$ cat config.mk
export PLATFORM = sky130hd
export DESIGN_NAME = dma2d_addr_gen
export DESIGN_NICKNAME = d
export VERILOG_FILES = /design/src/rtl/dma2d_addr_gen.sv
export SDC_FILE = /design/constraint.sdc
export NUM_CORES = 1
export LEC_CHECK = 0
export BUFFER_PORTS_ARGS = -buffer_cell sky130_fd_sc_hd__buf_2
export CAP_MARGIN = 20
export CORE_ASPECT_RATIO = 0.75
export CORE_MARGIN = 1
export CORE_UTILIZATION = 59
export DETAILED_ROUTE_END_ITERATION = 10
export GPL_TIMING_DRIVEN = 0
export PLACE_DENSITY = 0.81
export SLEW_MARGIN = 40
export SYNTH_ARGS = -nofsm -noshare
export SYNTH_HDL_FRONTEND = slang
export SYNTH_SLANG_ARGS = --single-unit
$ cat constraint.sdc
create_clock -name clk -period 4.9 [get_ports clk]
set_clock_uncertainty 0.15 [all_clocks]
set_input_delay 0.49 -clock clk [delete_from_list [all_inputs] [get_ports clk]]
set_output_delay 0.49 -clock clk [all_outputs]
set_load 0.02 [all_outputs]
$ cat src/rtl/dma2d_addr_gen.sv
module dma2d_addr_gen #(
  parameter int AW = 32,
  parameter int CW = 16,
  parameter int SW = 16
) (
  input  logic          clk,
  input  logic          rst_n,
  input  logic          cfg_we,
  input  logic [2:0]    cfg_sel,
  input  logic [AW-1:0] cfg_wdata,
  input  logic          chan_en,
  input  logic          xfer_ack,
  input  logic          irq_clr,
  output logic [AW-1:0] addr,
  output logic          xfer_valid,
  output logic          dir_wr,
  output logic          fifo_flush,
  output logic          irq,
  output logic          done,
  output logic [CW-1:0] x_left,
  output logic [CW-1:0] y_left
);
  localparam logic [1:0] FLOW_REPEAT = 2'b01;
  localparam logic [CW-1:0] ONE = CW'(1);

  logic [AW-1:0] start_q;
  logic [5:0]    ctl_q;
  logic [CW-1:0] xcnt_q, ycnt_q;
  logic [SW-1:0] xstr_q, ystr_q;
  logic          en_q, active_q, done_q, irq_q, flush_q;
  logic [AW-1:0] addr_q;
  logic [CW-1:0] xl_q, yl_q;

  wire go       = chan_en & ~en_q;
  wire step     = active_q & chan_en & xfer_ack;
  wire row_end  = (xl_q == ONE);
  wire job_end  = row_end & (yl_q == ONE);
  wire two_d    = ctl_q[3];
  wire repeat_f = (ctl_q[5:4] == FLOW_REPEAT);
  wire [CW-1:0] ycnt_eff = two_d ? ycnt_q : ONE;
  wire [AW-1:0] xinc = {{(AW-SW){xstr_q[SW-1]}}, xstr_q};
  wire [AW-1:0] yinc = {{(AW-SW){ystr_q[SW-1]}}, ystr_q};

  assign addr       = addr_q;
  assign xfer_valid = active_q & chan_en;
  assign dir_wr     = ctl_q[0];
  assign fifo_flush = flush_q;
  assign irq        = irq_q;
  assign done       = done_q;
  assign x_left     = xl_q;
  assign y_left     = yl_q;

  always_ff @(posedge clk or negedge rst_n) begin
    if (!rst_n) begin
      start_q  <= '0;
      ctl_q    <= '0;
      xcnt_q   <= '0;
      ycnt_q   <= '0;
      xstr_q   <= '0;
      ystr_q   <= '0;
      en_q     <= 1'b0;
      active_q <= 1'b0;
      done_q   <= 1'b0;
      irq_q    <= 1'b0;
      flush_q  <= 1'b0;
      addr_q   <= '0;
      xl_q     <= '0;
      yl_q     <= '0;
    end else begin
      en_q    <= chan_en;
      flush_q <= go & ctl_q[1];

      if (cfg_we && !chan_en) begin
        case (cfg_sel)
          3'd0: start_q <= cfg_wdata;
          3'd1: ctl_q   <= cfg_wdata[5:0];
          3'd2: xcnt_q  <= cfg_wdata[CW-1:0];
          3'd3: xstr_q  <= cfg_wdata[SW-1:0];
          3'd4: ycnt_q  <= cfg_wdata[CW-1:0];
          3'd5: ystr_q  <= cfg_wdata[SW-1:0];
          default: ;
        endcase
      end

      if (go) begin
        addr_q   <= start_q;
        xl_q     <= xcnt_q;
        yl_q     <= ycnt_eff;
        active_q <= 1'b1;
        done_q   <= 1'b0;
      end else if (!chan_en) begin
        active_q <= 1'b0;
      end else if (step) begin
        if (job_end) begin
          if (repeat_f) begin
            addr_q <= start_q;
            xl_q   <= xcnt_q;
            yl_q   <= ycnt_eff;
          end else begin
            active_q <= 1'b0;
            done_q   <= 1'b1;
          end
        end else if (row_end) begin
          addr_q <= addr_q + yinc;
          xl_q   <= xcnt_q;
          yl_q   <= yl_q - ONE;
        end else begin
          addr_q <= addr_q + xinc;
          xl_q   <= xl_q - ONE;
        end
      end

      if (step && job_end && ctl_q[2]) irq_q <= 1'b1;
      else if (irq_clr)                irq_q <= 1'b0;
    end
  end
endmodule

### Word-level counts from Yosys, hierarchy flattened

Index checks and enable logic that the tools add are counted.

| cells by class | value |
|---|---|
| divide/modulo/power cells | 0 |
| eq/ne operators | 13 |
| muxes and demuxes | 31 |
| bitwise gates (word level) | 6 |
| multipliers | 0 |
| magnitude comparators | 0 |
| add/subtract/negate cells | 4 |
| shift operators | 0 |
| reduce and logical (&&, ||, !) cells | 20 |

Operators with widths:

| operator | count |
|---|---|
| $mux W16 | 13 |
| $mux W32 | 6 |
| $add A32 B32 Y32 | 2 |
| $eq A16 B1 Y1 const B | 2 |
| $sub A16 B1 Y16 const B | 2 |
| $mux W1 | 12 |
| $reduce_and A2 Y1 | 6 |
| $reduce_and A4 Y1 | 2 |
| $reduce_bool A2 Y1 | 4 |
| $eq A3 B2 Y1 const B | 2 |
| $eq A3 B3 Y1 const B | 2 |
| $ne A3 B1 Y1 const B | 2 |
| $reduce_and A3 Y1 | 2 |
| $and A1 B1 Y1 | 5 |
| $eq A3 B1 Y1 const B | 1 |
| $logic_and A1 B1 Y1 | 3 |
| $logic_not A3 Y1 | 1 |
| $ne A3 B2 Y1 const B | 1 |
| $ne A3 B3 Y1 const B | 1 |
| $reduce_bool A3 Y1 | 1 |
| $eq A2 B1 Y1 const B | 1 |
| $ne A2 B2 Y1 const B | 1 |
| $logic_not A1 Y1 | 1 |
| $not A1 Y1 | 1 |

| storage, ports and cells | value |
|---|---|
| ROM bits | 0 |
| output and inout bits | 69 |
| word-level logic and storage cells | 88 |
| input bits | 41 |
| register bits | 171 |
| bits in latches | 0 |
| memory bits (writable) | 0 |
| memories kept | 0 |

### Longest topological paths before layout

Gate-level depths: netlist of run 1.

| logic depth | value |
|---|---|
| depth in word-level cells | 6 |
| depth in mapped cells | 18 |
| gate-level depth less buffers | 16 |

### Worst setup path before layout of run 1

OpenSTA, ideal clock, no wires.

| timing | value |
|---|---|
| path kind | reg2reg |
| start | register xl_q[1], in the netlist x_left[1] |
| end | register addr_q[28], in the netlist addr[28] |
| clock period less this slack | 4.400 ns |
| buffers on the path | 2 |
| slack | 0.500 ns |
| arrival time | 4.119 ns |
| library setup time | 0.131 ns |
| data required time | 4.619 ns |
| cell stages (with the launch flop) | 19 |
| path through | dfrtp_1 > inv_1 > ha_1 > nor4b_1 > nand4_1 > buf_1 > buf_1 > mux2_2 > ha_1 > inv_1 > fa_1 > nor2b_1 > o2111ai_1 > a21oi_1 > nor2_1 > o31a_1 > o31a_1 > and3b_1 > or3_1 |

| between the ends | value |
|---|---|
| longest elaborated chain between the ends | 6 |
| elaborated cells on any way between the ends | 9 |
| those cells by class | eq/ne: 2; mux: 5; bitwise: 1; reduce/logical: 1 |

Ends and longest elaborated chain:

| item | RTL line | RTL |
|---|---|---|
| start, declared | 32 | `logic [CW-1:0] xl_q, yl_q;` |
| start signal, assigned | 87 | `xl_q <= xcnt_q;` |
| start signal, assigned | 97 | `xl_q <= xcnt_q;` |
| start signal, assigned | 105 | `xl_q <= xcnt_q;` |
| $eq A16 B1 Y1 (*) | 36 | `wire row_end = (xl_q == ONE);` |
| $mux W32 or $and A1 B1 Y1 (tied branches) | 103, 37 |  |
| $mux W32 | 94 | `if (job_end) begin` |
| $mux W32 | 93 | `end else if (step) begin` |
| $mux W32 | 91 | `end else if (!chan_en) begin` |
| $mux W32 | 85 | `if (go) begin` |
| end signal, assigned | 86 | `addr_q <= start_q;` |
| end signal, assigned | 96 | `addr_q <= start_q;` |
| end signal, assigned | 104 | `addr_q <= addr_q + yinc;` |
| end, declared | 31 | `logic [AW-1:0] addr_q;` |

Every way passes the cells marked *; elsewhere a longest branch is shown, timed or not. The select of a mux whose other input is x is not followed.
A chain may end at the register's enable or synchronous reset.

### Worst setup path in the final report of run 1

Same ends and word-level chain as after synthesis.

==> results of run 1 <==
-- cell usage in the layout (no fill, tap or decap), types with 17 or more instances in the layout --
cell type / count
buf_2: 120
clkbuf_1: 27
nor3_1: 20
o21ai_0: 48
dfrtp_1: 171
a31oi_1: 21
clkbuf_16: 17
inv_1: 17
a21oi_1: 84
a21o_1: 18
xnor2_1: 18
mux2_2: 116
nand2_1: 83
nor2_1: 72
ha_1: 37
-- area by class of cell --
class | instances | area, µm²
clock inverters | 14 | 192.7
plain buffers | 43 | 180.2
well taps | 205 | 256.5
flip-flops and latches | 171 | 4279
inverters | 18 | 70.07
repair buffers | 113 | 628.1
clock buffers | 18 | 439.2
fillers | 1139 | 4451
multi-input cells | 688 | 4777
-- state kept, by name, summed over array words and instances (netlist names), 6 cells and up --
name / count
ctl_q: 6
xstr_q: 16
ycnt_q: 16
xcnt_q: 16
x_left: 16
y_left: 16
start_q: 32
ystr_q: 16
addr: 32
-- routing by layer --
metal	up-vias	GRT usage	share of wire	routed length (µm)
met1	3958	0.4892	0.43	11240
li1	3623	-	-	-
met5	-	0	0	0
met2	449	0.4850	0.44	11550
met3	52	0.07727	0.11	2756
met4	0	0.1104	0.020	531
-- worst min path at each step --
stage	to	cells after the start	slack (ns)
after floorplan	active_q$_DFFE_PN0P_	0	0.04
after global placement	fifo_flush$_DFF_PN0_	2	0.33
after detailed placement	addr[24]$_DFFE_PN0P_	1	0.24
after CTS	irq$_DFFE_PN0P_	2	0.09
after global routing	irq$_DFFE_PN0P_	2	0.09
final	irq$_DFFE_PN0P_	2	0.1
-- synthesized netlist by cell type (20+ instances only) --
cell | count | area, µm²
nor3_1 | 20 | 100.1
o21ai_0 | 48 | 240.2
a31oi_1 | 21 | 131.4
mux2_2 | 116 | 1306
nor2_1 | 73 | 274.0
a21oi_1 | 86 | 430.4
clkbuf_1 | 27 | 101.4
nand2_1 | 83 | 311.6
ha_1 | 37 | 462.9
dfrtp_1 | 171 | 4279
-- power breakdown --
part           internal [mW]  switching, mW
registers               1.81          0.370
logic                   1.09           1.57
clock network          0.869          0.584
-- per-stage QoR --
step / setup WS, ns / power, mW / area (µm²)
after global routing: 0.03296 / 6.659 / 10820
final: 0.2165 / 6.286 / 10820
after global placement: -0.2875 / 4.674 / 10070
after detailed placement: -0.3593 / 4.763 / 10140
after floorplan: 0.4999 / 4.008 / 9265
after CTS: 0.04078 / 6.235 / 10790
-- cell families after synthesis --
family                     after synthesis  share of synthesized area
DFF                                    171                     0.4618
muxes                                  118                     0.1433
xor gates and xnor gates                26                    0.02458
buffers and inverters                   61                    0.02620
and+or+nand+nor                        260                     0.1326
adders and majority gates               38                    0.05213
AOI/OAI and AO/OA                      246                     0.1594
-- repair_timing --
action                     in CTS  in global routing
pin swaps                       1                  1
setup buffers                   0                  1
cloned                          0                  0
hold endpoints to repair       38                  0
setup endpoints to repair      12                  8
gates resized for setup         5                  7
hold buffers                    1                  0
-- worst max-delay path: cells and delay by family, from the launching register on --
family                   cells  cell delay [ns]
AND/OR/NAND/NOR              6             1.22
AO/OA/AOI/OAI                4             1.10
adder cells (fa/ha/maj)      3             0.73
buffers and inverters        4             0.67
flip-flops                   1             0.43
multiplexers                 1             0.26
==> reports/results.tsv, run 1 <==
metric	value	unit
vias_per_cell	6.364	
synth_ff_type	dfrtp_1	
wl_per_cell	20.53	µm
crit_path_max_fanout	10	
postRouteAntennaNets	0	
crit_chain	inv_1 > ha_1 > nor4b_2 > nand4_1 > buf_4 > buf_2 > mux2_2 > ha_1 > inv_1 > fa_1 > nor2b_2 > o2111ai_1 > a21oi_2 > nor2_1 > o31a_1 > o31a_1 > and3b_1 > or3_1	
clkLatencyLatePin	0.44	ns
tightest_slew	0.7859	ns
peakVddDrop	300.6	µV
crit_path_start	x_left[1]$_DFFE_PN0P_	
synth_async_sr_flop_share	1.000	
ys_types	59	
hold_class	input pin to register	
final_util	0.7086	
run_status	finished, final reports clean	
tritoncts	yes	
slowest_delay	0.43	ns
clockRootBuffer	clkbuf_16	
reg2reg_depth	18	
clockBufferDepth	2	
cts.clk_slew.worst_paths	0.06	ns
synth_edf_count	0	
grt_pass1_wl	41.30	mm
arrival	4.85	ns
leakage	4.994	nW
io_buffers	109	
nNetsFinal	1131	
grt_pass1_vias	7622	
fin_crit	4.684	ns
hold_viol	0	
yosys_warnings	0	
crit_end	addr[28]$_DFFE_PN0P_	
gp_congestion	0.9691	
vias	8082	
die_w	146.7	µm
synth_area	0.009265	mm²
drv_slew	0	
setup_viol	0	
synth.avg_cell_area	10.07	µm²
grt.total_usage	0.3329	
stdcell_count	1270	
period_share	0.9558	
ys_ff_latch	171	
die_height	110.5	µm
fp-row-count	39	
drt_pass1_iterations	5	
rsz0062_at_grt	false	
synthCells	920	
clock-sinks	171	
worstHoldStart	irq_clr	
crit_slowest_cell	dfrtp_1	
initial_core_util	0.6066	
timing.rr.end	addr[28]$_DFFE_PN0P_	
antennaDiodeCount	0	
fin_setup_tns	0	ns
fmax	213.5	MHz
cellPowerDensity	580.8	mW/mm²
coreArea	0.01527	mm²
htree_levels	4	
drc	0	
r2r_slack	0.22	ns
drive_above_1_share	0.2704	
cts_inserted_buffers	17	
end_kind	register	
maxCapViolCount	0	
drtIter0Drc	839	
grt_overflow_total	0	
hold_ws	0.09775	ns
hpwlAfterDp	18.53	mm
critPathKind	register to register	
dieArea	0.01621	mm²
syn_to_final_growth	16.81	%
worstPathRequired	5.07	ns
max-slew-margin-rel	0.4760	
ys_seq_area_frac	0.4619	
start_kind	register	
reg2reg_from	x_left[1]$_DFFE_PN0P_	
placedCellCount	1236	
antenna_found_initial	0	
grt_max_degree	70	
totalWireLength	26.07	mm
synth_nets	999	
io_pins	110	
Power figures use the tool's default switching activity.
==> run 2, diff against run 1 <==
Settings changed: CAP_MARGIN 20 to default, CORE_UTILIZATION 59 to 63, PLACE_DENSITY 0.81 to 0.85.
Clock period 4.9 ns to 5.94 ns, I/O delays scaled along.
==> reports/results.tsv, run 2 (synthesized netlist as in run 1, its figures left out) <==
metric	value	unit	change
run_status	finished, final reports clean		unchanged
clockBufferDepth	2		unchanged
postRouteAntennaNets	0		unchanged
tritoncts	yes		unchanged
tightest_slew	0.7967	ns	was 0.7859 ns
cellPowerDensity	475.3	mW/mm²	was 580.8 mW/mm²
clock-sinks	171		unchanged
worstHoldStart	irq_clr		unchanged
critPathKind	register to register		unchanged
totalWireLength	25.86	mm	was 26.07 mm
grt.total_usage	0.3541		was 0.3329
grt_overflow_total	0		unchanged
finalInstanceArea	0.01071	mm²	was 0.01082 mm²
cts_resized	0		was 5
cts.clk_slew.worst_paths	0.07	ns	was 0.06 ns
grt_max_degree	79		was 70
period_share	0.9082		was 0.9558
max-slew-margin-rel	0.4689		was 0.4760
drive_above_1_share	0.2613		was 0.2704
setup_viol	0		unchanged
drt_pass1_iterations	6		was 5
peakVddDrop	280.4	µV	was 300.6 µV
hold_class	input pin to register		unchanged
hold_ws	0.2090	ns	was 0.09775 ns
reg2reg_from	x_left[0]$_DFFE_PN0P_		was x_left[1]$_DFFE_PN0P_
leakage	4.963	nW	was 4.994 nW
crit_slowest_cell	buf_1		was dfrtp_1
drc	0		unchanged
clockRootBuffer	clkbuf_16		unchanged
drtIter0Drc	844		was 839
cp_top_family	buffers and inverters		was simple AND/OR/NAND/NOR gates
gp_congestion	0.9426		was 0.9691
placedCellCount	1226		was 1236
htree_levels	4		unchanged
r2r_slack	0.55	ns	was 0.22 ns
vias	8073		was 8082
start_kind	register		unchanged
die_w	142.0	µm	was 146.7 µm
io_pins	110		unchanged
hold_end	irq$_DFFE_PN0P_		unchanged
final_util	0.7637		was 0.7086
p_total	5.092	mW	was 6.286 mW
fp-row-count	37		was 39
crit_chain	ha_1 > nor4b_1 > nand4_1 > buf_1 > buf_1 > mux2_2 > ha_1 > inv_1 > fa_1 > nor2b_1 > o2111ai_1 > a21oi_1 > nor2_1 > o31a_1 > o31a_1 > and3b_1 > or3_1		was inv_1 > ha_1 > nor4b_2 > nand4_1 > buf_4 > buf_2 > mux2_2 > ha_1 > inv_1 > fa_1 > nor2b_2 > o2111ai_1 > a21oi_2 > nor2_1 > o31a_1 > o31a_1 > and3b_1 > or3_1
path_buf_inv	3		was 4
fin_setup_tns	0	ns	unchanged
grt_pass1_vias	7378		was 7622
grt_pass1_wl	40.26	mm	was 41.30 mm
syn_to_final_growth	15.62	%	was 16.81%
arrival	5.56	ns	was 4.85 ns
clkLatencyLatePin	0.43	ns	was 0.44 ns
min_delay_path_depth	2		unchanged
coreArea	0.01403	mm²	was 0.01527 mm²
stdcell_count	1259		was 1270
nNetsFinal	1130		was 1131
drv_slew	0		unchanged
fin_crit	5.395	ns	was 4.684 ns
worstPathRequired	6.11	ns	was 5.07 ns
vias_per_cell	6.412		was 6.364
placed_area	0.01013	mm²	was 0.01014 mm²
dieArea	0.01520	mm²	was 0.01621 mm²
reg2reg_depth	17		was 18
end_kind	register		unchanged
rsz0062_at_grt	false		unchanged
wl_per_cell	20.54	µm	was 20.53 µm
maxCapViolCount	0		unchanged
io_buffers	109		unchanged
place_ws	0.7098	ns	was -0.3593 ns
final.setup.worst_slack	0.5453	ns	was 0.2165 ns
final_cell_mix	dfrtp_1, buf_2, mux2_2		unchanged
antennaDiodeCount	0		unchanged
antenna_found_initial	0		unchanged
die_height	107.0	µm	was 110.5 µm
crit_path_max_fanout	10		unchanged
fmax	185.4	MHz	was 213.5 MHz
hpwlAfterDp	18.21	mm	was 18.53 mm
cts_inserted_buffers	17		unchanged
hold_viol	0		unchanged
initial_core_util	0.6605		was 0.6066
final_common_cell	dfrtp_1		unchanged
timing.rr.end	addr[28]$_DFFE_PN0P_		unchanged
slowest_delay	0.63	ns	was 0.43 ns
[run 2: cell types whose count changed in the layout (fill, tap and decap cells not counted), sizes merged]
cell,previous run,this run
inv,21,27
clkbuf,45,44
bufinv,4,0
clkinv,4,3
buf,128,127
[run 2: worst max-delay path by stage]
stage,startpoint,end,slack (ns),cells past startpoint
3_5_place_dp,x_left[0]$_DFFE_PN0P_,addr[28]$_DFFE_PN0P_,0.71,17
5_1_grt,x_left[12]$_DFFE_PN0P_,addr[28]$_DFFE_PN0P_,0.33,17
6_report,x_left[0]$_DFFE_PN0P_,addr[28]$_DFFE_PN0P_,0.55,17
4_1_cts,x_left[0]$_DFFE_PN0P_,addr[28]$_DFFE_PN0P_,0.66,17
2_1_floorplan,x_left[1]$_DFFE_PN0P_,addr[28]$_DFFE_PN0P_,1.54,18
3_3_place_gp,x_left[0]$_DFFE_PN0P_,addr[28]$_DFFE_PN0P_,0.77,17
[run 2: final cells by class]
type | count | area (µm²)
fill | 974 | 3314
buffer | 43 | 175.2
inverter | 18 | 67.56
clock buffer | 17 | 425.4
sequential | 171 | 4279
clock inverter | 15 | 150.1
tap | 195 | 244.0
multi-input combinational | 688 | 4751
timing repair buffer | 112 | 620.6
[run 2: timing repair]
action,in CTS,in global routing
hold buffers,1,0
endpoints found under the hold margin,46,0
buffers inserted,0,0
[run 2: power breakdown]
| group | total (mW) | leakage, nW | switching [mW] | internal, mW |
|---|---|---|---|---|
| Sequential | 1.79 | 2.09 | 0.304 | 1.49 |
| Clock | 1.10 | 0.275 | 0.535 | 0.561 |
| Combinational | 2.20 | 2.59 | 1.31 | 0.895 |
[run 2: worst register-to-register path, cell delays in order (launching register included)]
cell       delay (ns)
dfrtp_1          0.46
ha_1             0.23
nor4b_1          0.13
nand4_1          0.15
buf_1            0.58
buf_1            0.63
mux2_2           0.30
ha_1             0.16
inv_1            0.05
fa_1             0.41
nor2b_1          0.27
o2111ai_1        0.17
a21oi_1          0.28
nor2_1           0.11
o31a_1           0.37
o31a_1           0.31
and3b_1          0.17
or3_1            0.34
[run 2: layer usage]
metal,vias to the layer above,GRT usage,share of wire
met5,-,0,0
met4,0,0.1206,0.020
met3,52,0.1005,0.12
met2,473,0.5186,0.43
met1,3923,0.5042,0.43
li1,3625,-,-
